--- src/rtl/itick_pkg.sv ---
package itick_pkg;

  localparam int unsigned SLOT_MAX   = 4;
  localparam int unsigned CSR_AW     = 12;
  localparam int unsigned CSR_DW     = 64;

  // Fixed byte offset of each processor's counter slot.
  function automatic logic [CSR_AW-1:0] slot_offset(input int unsigned idx);
    case (idx)
      0:       slot_offset = 12'h380;
      1:       slot_offset = 12'h3C0;
      2:       slot_offset = 12'h700;
      default: slot_offset = 12'h740;
    endcase
  endfunction

endpackage

--- src/rtl/itick_sync.sv ---
module itick_sync #(
  parameter int unsigned STAGES = 2
) (
  input  logic clk,
  input  logic rst_n,
  input  logic async_in,
  output logic rise_pulse
);

  logic [STAGES-1:0] sync_q;
  logic [STAGES-1:0] sync_d;
  logic              last_q;
  logic              last_d;

  always_comb begin
    sync_d = {sync_q[STAGES-2:0], async_in};
    last_d = sync_q[STAGES-1];
  end

  always_ff @(posedge clk or negedge rst_n) begin
    if (!rst_n) begin
      sync_q <= '0;
      last_q <= 1'b0;
    end else begin
      sync_q <= sync_d;
      last_q <= last_d;
    end
  end

  assign rise_pulse = sync_q[STAGES-1] & ~last_q;

  // an edge event lasts a single cycle
  a_r5_single_pulse: assert property (@(posedge clk) disable iff (!rst_n)
    rise_pulse |=> !rise_pulse);

endmodule

--- src/rtl/itick_slot.sv ---
module itick_slot #(
  parameter int unsigned CNT_W = 24
) (
  input  logic           clk,
  input  logic           rst_n,
  input  logic           wr_en,
  input  logic [CNT_W-1:0] wr_cnt,
  input  logic           tick,
  output logic [CNT_W:0] value,
  output logic           fire
);

  localparam int unsigned VAL_W = CNT_W + 1;

  logic [VAL_W-1:0] val_q;
  logic [VAL_W-1:0] val_d;
  logic [VAL_W-1:0] dec_val;
  logic             val_en;
  logic             fire_q;
  logic             fire_d;

  always_comb begin
    dec_val        = val_q - VAL_W'(1);
    dec_val[CNT_W] = dec_val[CNT_W] | val_q[CNT_W];
    val_en         = wr_en | tick;
    fire_d         = 1'b0;
    if (wr_en) begin
      val_d = {1'b0, wr_cnt};
    end else begin
      val_d  = dec_val;
      fire_d = tick & dec_val[CNT_W];
    end
  end

  always_ff @(posedge clk or negedge rst_n) begin
    if (!rst_n) begin
      val_q <= '0;
    end else if (val_en) begin
      val_q <= val_d;
    end
  end

  always_ff @(posedge clk or negedge rst_n) begin
    if (!rst_n) begin
      fire_q <= 1'b0;
    end else begin
      fire_q <= fire_d;
    end
  end

  assign value = val_q;
  assign fire  = fire_q;

  // a write leaves the flag clear
  a_r2_write_clears: assert property (@(posedge clk) disable iff (!rst_n)
    wr_en |=> !value[CNT_W]);
  // the flag stays set without a write
  a_r4_sticky: assert property (@(posedge clk) disable iff (!rst_n)
    (value[CNT_W] && !wr_en) |=> value[CNT_W]);
  // a tick without a write steps the count down by one
  a_r3_decrement: assert property (@(posedge clk) disable iff (!rst_n)
    (tick && !wr_en) |=> (value[CNT_W-1:0] == $past(value[CNT_W-1:0]) - CNT_W'(1)));
  // a fire request only appears with the flag set
  a_r6_fire_flag: assert property (@(posedge clk) disable iff (!rst_n)
    fire |-> value[CNT_W]);
  // a write beats a simultaneous tick
  a_r8_write_wins: assert property (@(posedge clk) disable iff (!rst_n)
    (tick && wr_en) |=> (!fire && value[CNT_W-1:0] == $past(wr_cnt)));

endmodule

--- src/rtl/itick_filter.sv ---
module itick_filter #(
  parameter int unsigned N_SLOT = 4,
  parameter int unsigned CNT_W  = 24,
  parameter int unsigned SYNC_N = 2
) (
  input  logic        clk,
  input  logic        rst_n,
  input  logic        tick_in,
  input  logic        csr_we,
  input  logic        csr_re,
  input  logic [11:0] csr_addr,
  input  logic [63:0] csr_wdata,
  output logic [63:0] csr_rdata,
  output logic        csr_rvalid,
  output logic [N_SLOT-1:0] fire
);

  import itick_pkg::*;

  localparam int unsigned VAL_W = CNT_W + 1;

  initial begin
    if (N_SLOT > SLOT_MAX || N_SLOT == 0) $error("N_SLOT out of range");
    if (VAL_W > CSR_DW) $error("CNT_W too wide");
  end

  logic              tick_p;
  logic [N_SLOT-1:0] hit;
  logic [N_SLOT-1:0] wr_hit;
  logic [VAL_W-1:0]  slot_val [N_SLOT];
  logic [CSR_DW-1:0] rd_d;
  logic [CSR_DW-1:0] rd_q;
  logic              rv_q;

  itick_sync #(.STAGES(SYNC_N)) sync_i (
    .clk        (clk),
    .rst_n      (rst_n),
    .async_in   (tick_in),
    .rise_pulse (tick_p)
  );

  for (genvar g = 0; g < N_SLOT; g++) begin : g_slot
    assign hit[g]    = (csr_addr == slot_offset(g));
    assign wr_hit[g] = csr_we & hit[g];

    itick_slot #(.CNT_W(CNT_W)) slot_i (
      .clk    (clk),
      .rst_n  (rst_n),
      .wr_en  (wr_hit[g]),
      .wr_cnt (csr_wdata[CNT_W-1:0]),
      .tick   (tick_p),
      .value  (slot_val[g]),
      .fire   (fire[g])
    );
  end

  always_comb begin
    rd_d = '0;
    for (int i = 0; i < N_SLOT; i++) begin
      if (hit[i]) rd_d = CSR_DW'(slot_val[i]);
    end
  end

  always_ff @(posedge clk or negedge rst_n) begin
    if (!rst_n) begin
      rd_q <= '0;
      rv_q <= 1'b0;
    end else begin
      rv_q <= csr_re;
      if (csr_re) rd_q <= rd_d;
    end
  end

  assign csr_rdata  = rd_q;
  assign csr_rvalid = rv_q;

  // read data follows the strobe by one cycle
  a_r9_read_latency: assert property (@(posedge clk) disable iff (!rst_n)
    csr_re |=> csr_rvalid);
  // reads of unmapped offsets return zero
  a_r7_unmapped_zero: assert property (@(posedge clk) disable iff (!rst_n)
    (csr_re && hit == '0) |=> (csr_rdata == '0));
  // upper read bits are always zero
  a_r7_upper_zero: assert property (@(posedge clk) disable iff (!rst_n)
    csr_rvalid |-> (csr_rdata[CSR_DW-1:VAL_W] == '0));

endmodule

--- config.mk ---
export PLATFORM = sky130hd
export DESIGN_NAME = itick_filter
export DESIGN_NICKNAME = d
export VERILOG_FILES = /design/src/rtl/itick_pkg.sv /design/src/rtl/itick_sync.sv /design/src/rtl/itick_slot.sv /design/src/rtl/itick_filter.sv
export SDC_FILE = /design/constraint.sdc
export NUM_CORES = 1
export LEC_CHECK = 0
export BUFFER_PORTS_ARGS = -buffer_cell sky130_fd_sc_hd__buf_2
export CORE_ASPECT_RATIO = 1.2
export CORE_MARGIN = 2
export CORE_UTILIZATION = 49
export DETAILED_ROUTE_END_ITERATION = 12
export PLACE_DENSITY = 0.8
export SLEW_MARGIN = 20
export SYNTH_ARGS = -nofsm -noshare
export SYNTH_HDL_FRONTEND = slang
export SYNTH_HIERARCHICAL = 1
export SYNTH_SLANG_ARGS = --single-unit
--- constraint.sdc ---
create_clock -name clk -period 3 [get_ports clk]
set_clock_uncertainty 0.05 [all_clocks]
set_input_delay 0.6 -clock clk [delete_from_list [all_inputs] [get_ports clk]]
set_output_delay 0.6 -clock clk [all_outputs]
set_load 0.005 [all_outputs]
======== Yosys cells after proc, flatten, opt, wreduce, memory -nomap -nowiden ========
Cells that the tools add are included.
W data, S select, Z words.
operators by class
  add/sub/neg operators ................... 4
  equality and inequality tests ........... 4
  mux-type cells .......................... 12
  bitwise logic cells ..................... 18
operators with widths
  operator                 number
  $mux W25                 6
  $mux W64                 2
  $sub A25 B1 Y25 const B  4
  $eq A12 B10 Y1 const B   2
  $eq A12 B11 Y1 const B   2
  $and A1 B1 Y1            9
  $or A1 B1 Y1             8
  $mux W1                  4
  $not A1 Y1               1
word-level totals
  flip-flop bits (word level) ............. 172
  input port bits ......................... 81
  output and inout bits ................... 69
  logic and storage cells ................. 50

======== Depth between registers and ports, before layout ========
Gate-level depths: netlist of run 1.
  depth after elaboration ................. 5
  gate-level depth with buffers ........... 9
  depth with buffers taken out ............ 8

======== Cells and area by module ========
The synthesis of run 1 kept the hierarchy.
modules (own cells, without submodules)
  module        instances  cells each  area each (µm²)  sequential area each (µm²)
  itick_slot    4          173         1540.2           650.6
  itick_filter  1          225         2069.5           650.6
  itick_sync    1          4           88.8             75.1

======== Least setup slack after synthesis of run 1 ========
No wires, ideal clock.
  path kind ............................... flip-flop to flip-flop
  from .................................... reg g_slot[3].slot_i.val_q[0]
  to ...................................... reg g_slot[3].slot_i.val_q[16]
  setup time .............................. 82 ps
  arrival time ............................ 2153 ps
  required time ........................... 2868 ps
  slack ................................... 715 ps
  cell stages (with the launch flop) ...... 8
  path buffers ............................ 1
  period minus slack after synthesis ...... 2285 ps
  path through ............................ dfrtp_1 -> inv_1 -> ha_1 -> or4b_4 -> or4_1 -> buf_2 -> or3_1 -> a31oi_1
between the ends
  longest elaborated chain between the ends .. 2
ends and longest elaborated chain
  item                    RTL line          source
  from (decl)             itick_slot.sv:15  logic [VAL_W-1:0] val_q;
  from (signal assigned)  itick_slot.sv:39  val_q <= val_d;
  $sub A25 B1 Y25         itick_slot.sv:23  dec_val = val_q - VAL_W'(1);
  $mux W25                itick_slot.sv:27  if (wr_en) begin
No other way between the ends.
A chain may end at the register's enable or synchronous reset.

======== Worst setup path after layout of run 1 ========
  from .................................... reg g_slot[1].slot_i.val_q[0]
  to ...................................... reg g_slot[1].slot_i.val_q[16]
between the ends
  longest elaborated chain between the ends .. 2
ends and longest elaborated chain
  item                    RTL line
  from (decl)             itick_slot.sv:15
  from (signal assigned)  itick_slot.sv:39
  $sub A25 B1 Y25         itick_slot.sv:23
  $mux W25                itick_slot.sv:27
No other way between the ends.

==> results of run 1 <==
-- through the flow --
stage	util [%]	hold WS, ns
5_1_grt	56.04	0.1591
2_1_floorplan	-	0.2544
3_5_place_dp	52.42	0.2934
3_3_place_gp	52.42	0.2849
4_1_cts	56.04	0.1347
6_report	56.04	0.1207
-- path summary, 6_finish.rpt --
check	cells after the start	from	to
worst min-delay path	1	rst_n	csr_rdata[6]
worst max register to register	6	g_slot[1].slot_i/value[0]	g_slot[1].slot_i/value[16]
worst min register to register	0	sync_i/sync_q[0]	sync_i/sync_q[1]
max in group asynchronous	2	rst_n	g_slot[0].slot_i/value[11]
min in group clk	1	tick_in	sync_i/sync_q[0]
worst max-delay path	6	g_slot[1].slot_i/value[0]	g_slot[1].slot_i/value[16]
-- per-layer routing --
layer	up-vias	wire, um	track usage (%)
met5	-	0	0
met4	0	559	10.40
met3	44	1538	5.241
met2	302	11320	42.04
met1	3582	8979	33.76
li1	3399	-	-
-- critical path: stages, from the launching register on --
cell	delay (ns)
dfrtp_1	0.44
inv_1	0.09
ha_1	0.24
or4b_4	0.50
or4_1	0.66
or3_1	0.39
a31oi_1	0.18
-- state kept, by name, indices dropped and copies added (netlist names) --
signal and count:
g_slot.slot_i/value 100, csr_rdata 25, g_slot.slot_i/fire 4, sync_i/sync_q 2
csr_rvalid 1, sync_i/last_q 1
-- cells by family (layout without fill, tap and decap cells) --
logic type	count (synthesis)	after routing
flops	133	133
fa+ha+maj	4	4
mux	37	37
simple gates	393	393
other cells	1	39
buf+inv	127	161
xor+xnor	48	48
compound gates	178	178
-- cell type report --
class / count / area, sq um / area share, %
inverter: 37 / 138.9 / 1.482
clock buffer: 22 / 484.2 / 5.168
sequential: 133 / 3328 / 35.52
tap: 216 / 270.3 / 2.884
timing repair buffer: 92 / 571.8 / 6.102
multi-input combinational: 699 / 4457 / 47.56
clock inverter: 10 / 120.1 / 1.282
-- power breakdown --
group | internal (W) | switching (W) | leakage, nW
combinational | 0.000285 | 0.000314 | 1.85
sequential | 0.00195 | 0.000288 | 1.40
clock | 0.00131 | 0.000801 | 0.281
-- layout by cell type, fill, tap and decap left out, types with 8 or more instances in the layout --
cell | synthesis | final
nand2_1 | 122 | 122
o22ai_1 | 25 | 25
a21oi_1 | 8 | 8
nor4b_1 | 8 | 8
a221o_1 | 29 | 29
buf_2 | 7 | 69
xnor2_1 | 32 | 32
dfrtp_1 | 133 | 133
xor2_1 | 16 | 16
nor3_1 | 34 | 32
mux2i_1 | 8 | 8
nor2b_1 | 32 | 32
or4_1 | 24 | 24
buf_4 | 39 | 18
or3_1 | 20 | 20
nand3_1 | 25 | 25
nand4bb_1 | 8 | 8
mux2_2 | 29 | 29
nor2_1 | 31 | 29
conb_1 | 1 | 39
nor4_1 | 28 | 28
a31oi_1 | 20 | 20
inv_1 | 37 | 37
o21ai_0 | 76 | 76
a22oi_1 | 8 | 8
clkbuf_16 | 0 | 17
or2_2 | 12 | 12
==> metrics.yaml, run 1 <==
status: "finished, final reports clean"
seq_area_frac_synth_pct: 40.01
post_drt_wl_per_cell_um: 18.53
dpl.hpwl_um: 16290
synthXorXnorAreaFrac_pct: 5.053
cts_buffer_depth: 2
critPathMaxFanout: 8
end_kind: "flip-flop"
path_class: "reg -> reg"
io_pins: 150
diodes: 0
grt_max_degree: 66
post-route-period-util_pct: 87.38
cts_num_sinks: 133
post-synth-top-count-cell: "dfrtp_1"
die_width_um: 122.9
postCtsResizedCells: 0
p_per_area_nw_per_um2: 528.1
fp.dieArea_sq_um: 18040
final_cells: 1209
hold_viol_final: 0
vias: 7327
cp_data_arrival_time_ns: 2.91
slew_violations: 0
routed_wl_um: 22400
clock_latency_ns: 0.43
setup_viol: 0
fin_nets: 1065
synth_top_family_by_area: "simple AND/OR/NAND/NOR gates"
cts_tree: "yes"
hp-class: "in -> async"
drive_gt1_share_pct: 18.63
area.growth.synth_to_final_pct: 12.63
syn_area_sq_um: 8319
async_flop_share_pct: 100.0
fill_cells: 1402
htree_levels: 4
max_freq_mhz: 381.5
synthTopCellsByCount: "dfrtp_1, nand2_1, o21ai_0"
stdcell_area_sq_um: 9370
synth_area_leaders: "dfrtp_1, nand2_1, o21ai_0, mux2_2, buf_4"
p_leak_nw: 3.531
synth_edf_count: 0
drv_cap: 0
cts_hold_buffers: 0
port_buffers: 70
grt.total_usage_pct: 25.91
rrSetupSlack_ns: 0.38
rows: 52
synth_compound_area_share_pct: 13.85
period_minus_slack_ns: 2.621
synthAdderAreaFrac_pct: 0.6016
pre_cts_slack_ns: 0.2704
maxSlewHeadroom_pct: 49.74
drc: 0
crit_required_ns: 3.29
synthCells: 921
start_util_pct: 49.75
synth-seq-cells: 133
antenna_left: 0
synth_top_area_share_pct: 40.01
place_area_sq_um: 8766
worstMarginPinSlew_ns: 0.7471
yosysUniqueCellTypes: 47
grt-ovfl-total: 0
synth-simple-area-share_pct: 27.24
synth_top_flop_cell: "dfrtp_1"
place_inst: 1177
grt_pass1_wl_um: 36130
cp-start-kind: "flip-flop"
avgSynthCellArea_sq_um: 9.033
numCtsBuffers: 17
clk_pin_slew_ns: 0.06
cts_setup_buffers: 0
vias_per_cell: 6.060
fp.dieH_um: 146.7
vdd_ir_drop_max_v: 0.0004589
synth.area.mux_share_pct: 4.888
synth_warnings: 6
gp_congestion: 0.9100
cts_root_buffer: "clkbuf_16"
power_w: 0.004948
grt_antenna_before_repair: 0
drt_first_pass_iters: 5
fin_setup_tns_ns: 0
rsz0062_at_grt: "no"
coreArea_sq_um: 16720
fin_ws_ns: 0.3787
drt-initial-drc-count: 1012
synth_top_area_cell: "dfrtp_1"
grt_pass1_vias: 6855
(Power assumes the default switching activity.)
==> inputs of run 2 (changes only) <==
==> constraint.sdc (replaced) <==
create_clock -name clk -period 3 [get_ports clk]
set_clock_uncertainty 0.05 [all_clocks]
set_input_delay 0 -clock clk [delete_from_list [all_inputs] [get_ports clk]]
set_output_delay 0 -clock clk [all_outputs]
set_load 0.005 [all_outputs]
==> metrics.yaml, run 2 (same netlist as run 1, synthesis figures left out) <==
hold_viol_final: 0  # unchanged
cts_tree: "yes"
maxSlewHeadroom_pct: 47.61  # -2.1 points
grt_max_degree: 85  # +29%
drv_cap: 0  # unchanged
cts_root_buffer: "clkbuf_16"
cp-start-kind: "flip-flop"
grt.total_usage_pct: 25.73  # -0.18 points
clock_latency_ns: 0.42  # about the same
vias: 7454  # +1.7%
min-delay-start: "csr_we"
path_class: "reg -> reg"
vdd_ir_drop_max_v: 0.0004193  # -8.6%
p_per_area_nw_per_um2: 516.7  # -2.2%
fin_ws_ns: 0.4202  # +0.04141 ns
grt_pass1_wl_um: 36180  # +0.15%
routed_wl_um: 22450  # +0.24%
rrSetupSlack_ns: 0.42  # +0.04 ns
post-route-period-util_pct: 85.99  # -1.4 points
max_freq_mhz: 387.6  # +1.6%
cp_data_arrival_time_ns: 2.86  # -0.05 ns
crit_required_ns: 3.28  # about the same
fin_nets: 1089  # +2.3%
rows: 52  # unchanged
fp.dieArea_sq_um: 18040  # unchanged
grt_pass1_vias: 6981  # +1.8%
numCtsBuffers: 17  # unchanged
switching_share_pct: 27.75  # -0.61 points
vias_per_cell: 6.050  # -0.17%
p_int_w: 0.003570  # +0.71%
p_clk_share_pct: 42.3  # -0.4 points
mostFrequentLayoutCells: "dfrtp_1, nand2_1, o21ai_0, buf_2, conb_1"
combPwrFrac_pct: 12.4  # +0.3 points
cts_hold_buffers: 27  # +27
cts_num_sinks: 133  # unchanged
status: "finished, final reports clean"
drc: 0  # unchanged
port_buffers: 70  # unchanged
largest_reg_flops: 100  # unchanged
drt_first_pass_iters: 6  # +1
end_kind: "flip-flop"
rsz0062_at_grt: "no"
fin_setup_tns_ns: 0  # unchanged
start_util_pct: 49.75  # unchanged
antenna_left: 0  # unchanged
gp_congestion: 0.9027  # -0.80%
area.growth.synth_to_final_pct: 14.95
min_delay_path_depth: 5
place_inst: 1173  # -0.34%
clk_pin_slew_ns: 0.06  # about the same
cts_setup_buffers: 0  # unchanged
postCtsResizedCells: 0  # unchanged
r2r-end: "g_slot[3].slot_i/value[18]"
final_common_cell: "dfrtp_1"
min_to: "g_slot[2].slot_i/value[15]"
period_minus_slack_ns: 2.580  # -0.04141 ns
reg2reg_from: "sync_i/last_q"
fp.dieH_um: 146.7  # unchanged
cts_buffer_depth: 2  # unchanged
p_sw_w: 0.001371  # -2.3%
worstMarginPinSlew_ns: 0.7859  # +0.03881 ns
coreArea_sq_um: 16720  # unchanged
grt-ovfl-total: 0  # unchanged
dpl.hpwl_um: 15810  # -2.9%
grt_antenna_before_repair: 0  # unchanged
p_seq_share_pct: 45.3  # +0.2 points
htree_levels: 4  # unchanged
drt-initial-drc-count: 911  # -10%
slew_violations: 0  # unchanged
setup_viol: 0  # unchanged
post_drt_wl_per_cell_um: 18.22  # -1.6%
final_cells: 1232  # +1.9%
io_pins: 150  # unchanged
critPathMaxFanout: 17  # +9
hp-class: "in -> reg"
diodes: 0  # unchanged
fill_cells: 1407  # +0.36%
drive_gt1_share_pct: 17.52  # -1.1 points
die_width_um: 122.9  # unchanged
r2r_cells: 5  # -1
p_leak_nw: 3.618  # +2.5%
pre_cts_slack_ns: 0.4771  # +0.2067 ns
==> run 2: changes by cell type in the layout (fill, tap and decap cells not counted) <==
cell	before	now
bufinv_16	2	3
buf_6	1	2
clkinv_2	1	3
dlygate4sd3_1	0	27
clkinv_4	0	1
clkbuf_1	1	4
buf_4	18	17
buf_12	4	1
clkbuf_8	4	1
inv_6	2	0
clkinvlp_4	5	2
==> run 2: cell type report <==
class | instances | area [sq um] | area share [%]
Clock buffer | 22 | 454.2 | 4.749
Clock inverter | 9 | 128.9 | 1.348
Sequential cell | 133 | 3328 | 34.80
Tap cell | 216 | 270.3 | 2.826
Timing Repair Buffer | 116 | 785.8 | 8.217
Multi-Input combinational cell | 699 | 4457 | 46.60
Inverter | 37 | 138.9 | 1.452
==> run 2: worst max path at each step <==
stage | depth (start not counted) | start | end | slack, ns
2_1_floorplan | 7 | g_slot[3].slot_i/value[0] | g_slot[3].slot_i/value[16] | 0.72
3_3_place_gp | 5 | sync_i/last_q | g_slot[3].slot_i/value[16] | 0.55
3_5_place_dp | 6 | g_slot[1].slot_i/value[0] | g_slot[1].slot_i/value[22] | 0.48
4_1_cts | 5 | sync_i/last_q | g_slot[3].slot_i/value[18] | 0.44
5_1_grt | 5 | sync_i/sync_q[1] | g_slot[1].slot_i/value[16] | 0.32
6_report | 5 | sync_i/last_q | g_slot[3].slot_i/value[18] | 0.42
==> run 2: critical path, cell delays in order, from the launching register on <==
cell and delay (ns):
dfrtp_1 0.39, nor2b_4 0.35, or4b_1 0.52, or4_1 0.59, or3_1 0.39, a31oi_1 0.20
==> run 2: power by group through the flow <==
stage          sequential (W)  clock [W]  combinational, W
5_1_grt               0.00226    0.00218          0.000700
4_1_cts               0.00223    0.00210          0.000613
3_5_place_dp          0.00226          0          0.000579
3_3_place_gp          0.00225          0          0.000562
6_report              0.00224    0.00209          0.000615
2_1_floorplan         0.00217          0          0.000449
==> run 2: through the flow <==
step	util (%)	hold slack, ns	power (W)	area [sq um]
after global placement	52.02	0.06499	0.002807	8698
final	57.19	0.06142	0.004941	9563
after CTS	57.12	0.05636	0.004949	9552
after global routing	57.19	0.07287	0.005143	9563
after detailed placement	52.02	0.05973	0.002839	8698
after floorplan	-	-0.3456	0.002614	8462
==> run 2: layer usage <==
| layer | wire length [um] | share of wire (%) | vias up | track usage, % |
|---|---|---|---|---|
| li1 | - | - | 3439 | - |
| met1 | 8924 | 40 | 3575 | 33.48 |
| met2 | 11110 | 49 | 384 | 41.71 |
| met3 | 1746 | 7.8 | 56 | 5.124 |
| met4 | 668 | 3.0 | 0 | 10.52 |
| met5 | 0 | 0 | - | 0 |
==> inputs of run 3 (changes only) <==
Settings changed: CORE_UTILIZATION 49 to 44, PLACE_DENSITY 0.8 to 0.74.
==> metrics.yaml, run 3 (same netlist as run 1, synthesis figures left out) <==
slew_violations: 0  # unchanged
reg2reg_from: "g_slot[0].slot_i/value[0]"
postLayoutCoreUtil_pct: 51.78  # -5.4 points
diodes: 0  # unchanged
vias_per_cell: 5.672  # -6.3%
fin_setup_tns_ns: 0  # unchanged
p_per_area_nw_per_um2: 535.2  # +3.6%
period_minus_slack_ns: 2.525  # -0.05458 ns
hp-class: "in -> reg"
drv_cap: 0  # unchanged
final_common_cell: "dfrtp_1"
cts_buffer_depth: 2  # unchanged
cts_num_sinks: 133  # unchanged
critPathMaxStageDelay_ns: 0.66  # +0.07 ns
rsz0062_at_grt: "no"
min_delay_path_depth: 2  # -3
path_cells: "inv_1 -> ha_1 -> or4b_4 -> or4_1 -> or3_1 -> a31oi_1"
worstMarginPinSlew_ns: 0.8261  # +0.04019 ns
fp.dieH_um: 154.6  # +5.4%
cts_root_buffer: "clkbuf_16"
dpl.hpwl_um: 16070  # +1.7%
grt_max_degree: 89  # +4.7%
die_width_um: 129.5  # +5.4%
stdcell_area_sq_um: 9692  # +1.3%
start_util_pct: 44.45  # -5.3 points
drt-initial-drc-count: 619  # -32%
rows: 55  # +5.8%
numCtsBuffers: 17  # unchanged
post-route-period-util_pct: 84.18  # -1.8 points
end_kind: "flip-flop"
max_freq_mhz: 396.0  # +2.2%
min_to: "sync_i/sync_q[0]"
antenna_left: 0  # unchanged
grt-ovfl-total: 0  # unchanged
cp_data_arrival_time_ns: 2.83  # -0.03 ns
clk_pin_slew_ns: 0.06  # about the same
area.growth.synth_to_final_pct: 16.50
io_pins: 150  # unchanged
crit_required_ns: 3.30  # +0.02 ns
routed_wl_um: 22480  # +0.12%
r2r-end: "g_slot[0].slot_i/value[22]"
fin_nets: 1090  # +0.092%
port_buffers: 70  # unchanged
post_drt_wl_per_cell_um: 17.67  # -3.0%
path_class: "reg -> reg"
cts_setup_buffers: 0  # unchanged
hold_viol_final: 0  # unchanged
path_buf_inv: 1  # +1
place_area_sq_um: 8756  # +0.66%
cts_tree: "yes"
grt_antenna_before_repair: 0  # unchanged
rrSetupSlack_ns: 0.47  # +0.05 ns
htree_levels: 4  # unchanged
p_leak_nw: 3.665  # +1.3%
gp_congestion: 0.9481  # +5.0%
vdd_ir_drop_max_v: 0.0004406  # +5.1%
grt.total_usage_pct: 22.93  # -2.8 points
grt_pass1_vias: 6691  # -4.2%
drive_gt1_share_pct: 17.72  # +0.20 points
status: "finished, final reports clean"
mostFrequentLayoutCells: "dfrtp_1, nand2_1, o21ai_0, buf_2, conb_1"
crit_family: "simple AND/OR/NAND/NOR gates"
critPathMaxFanout: 8  # -9
vias: 7215  # -3.2%
fp.dieArea_sq_um: 20030  # +11%
min-delay-start: "tick_in"
clock_latency_ns: 0.44  # +0.02 ns
r2r_cells: 6  # +1
largest_reg_flops: 100  # unchanged
drc: 0  # unchanged
coreArea_sq_um: 18720  # +12%
maxSlewHeadroom_pct: 44.93  # -2.7 points
slowest_stage: "or4_1"
cp-start-kind: "flip-flop"
fill_cells: 1718  # +22%
power_w: 0.005187  # +5.0%
setup_viol: 0  # unchanged
drt_first_pass_iters: 5  # -1
grt_pass1_wl_um: 35760  # -1.2%
-- run 3: changes by cell type in the layout (fill, tap and decap cells not counted), sizes merged --
cell / change
buf: +1
clkbuf: -2
bufinv: +3
clkinvlp: -2
-- run 3: layer usage --
metal | global-route usage, % | vias to the layer above | part of all wire [%]
li1 | - | 3434 | -
met5 | 0 | - | 0
met4 | 9.268 | 0 | 3.0
met3 | 5.085 | 49 | 6.7
met2 | 37.49 | 269 | 49
met1 | 29.42 | 3463 | 41
-- run 3: area by class of cell --
class                           instances  area [sq um]  share of cell area (%)
Multi-Input combinational cell        699          4457                   45.98
Sequential cell                       133          3328                   34.34
Timing Repair Buffer                  117         797.0                   8.224
Clock buffer                           20         446.7                   4.609
Tap cell                              256         320.3                   3.305
Clock inverter                         10         203.9                   2.104
Inverter                               37         138.9                   1.433
-- run 3: worst max path at each step --
| stage | startpoint | to | slack [ns] | cells past startpoint |
|---|---|---|---|---|
| final | g_slot[0].slot_i/value[0] | g_slot[0].slot_i/value[22] | 0.47 | 6 |
| after global routing | g_slot[2].slot_i/value[0] | g_slot[2].slot_i/value[22] | 0.33 | 6 |
| after floorplan | g_slot[3].slot_i/value[0] | g_slot[3].slot_i/value[16] | 0.72 | 7 |
| after CTS | g_slot[2].slot_i/value[0] | g_slot[2].slot_i/value[22] | 0.47 | 6 |
| after detailed placement | g_slot[2].slot_i/value[0] | g_slot[2].slot_i/value[22] | 0.50 | 6 |
| after global placement | g_slot[0].slot_i/value[0] | g_slot[0].slot_i/value[22] | 0.53 | 6 |
-- run 3: repair_timing --
item	CTS	global route
hold buffers	27	0
gates resized for setup	0	0
hold endpoints to repair	185	0
-- run 3: metrics by stage --
stage               cells  setup slack [ns]  hold WS, ns
floorplan             959            0.7154      -0.3456
global placement     1214            0.5293      0.05948
detailed placement   1214            0.4967      0.06220
CTS                  1271            0.4678       0.1409
global route         1272            0.3319       0.1533
finish               1272            0.4747       0.1433
-- run 3: report_power, final --
part           switching (W)  total, W  internal (W)
Clock               0.000777   0.00234       0.00157
Sequential          0.000284   0.00223       0.00195
Combinational       0.000312  0.000615      0.000302
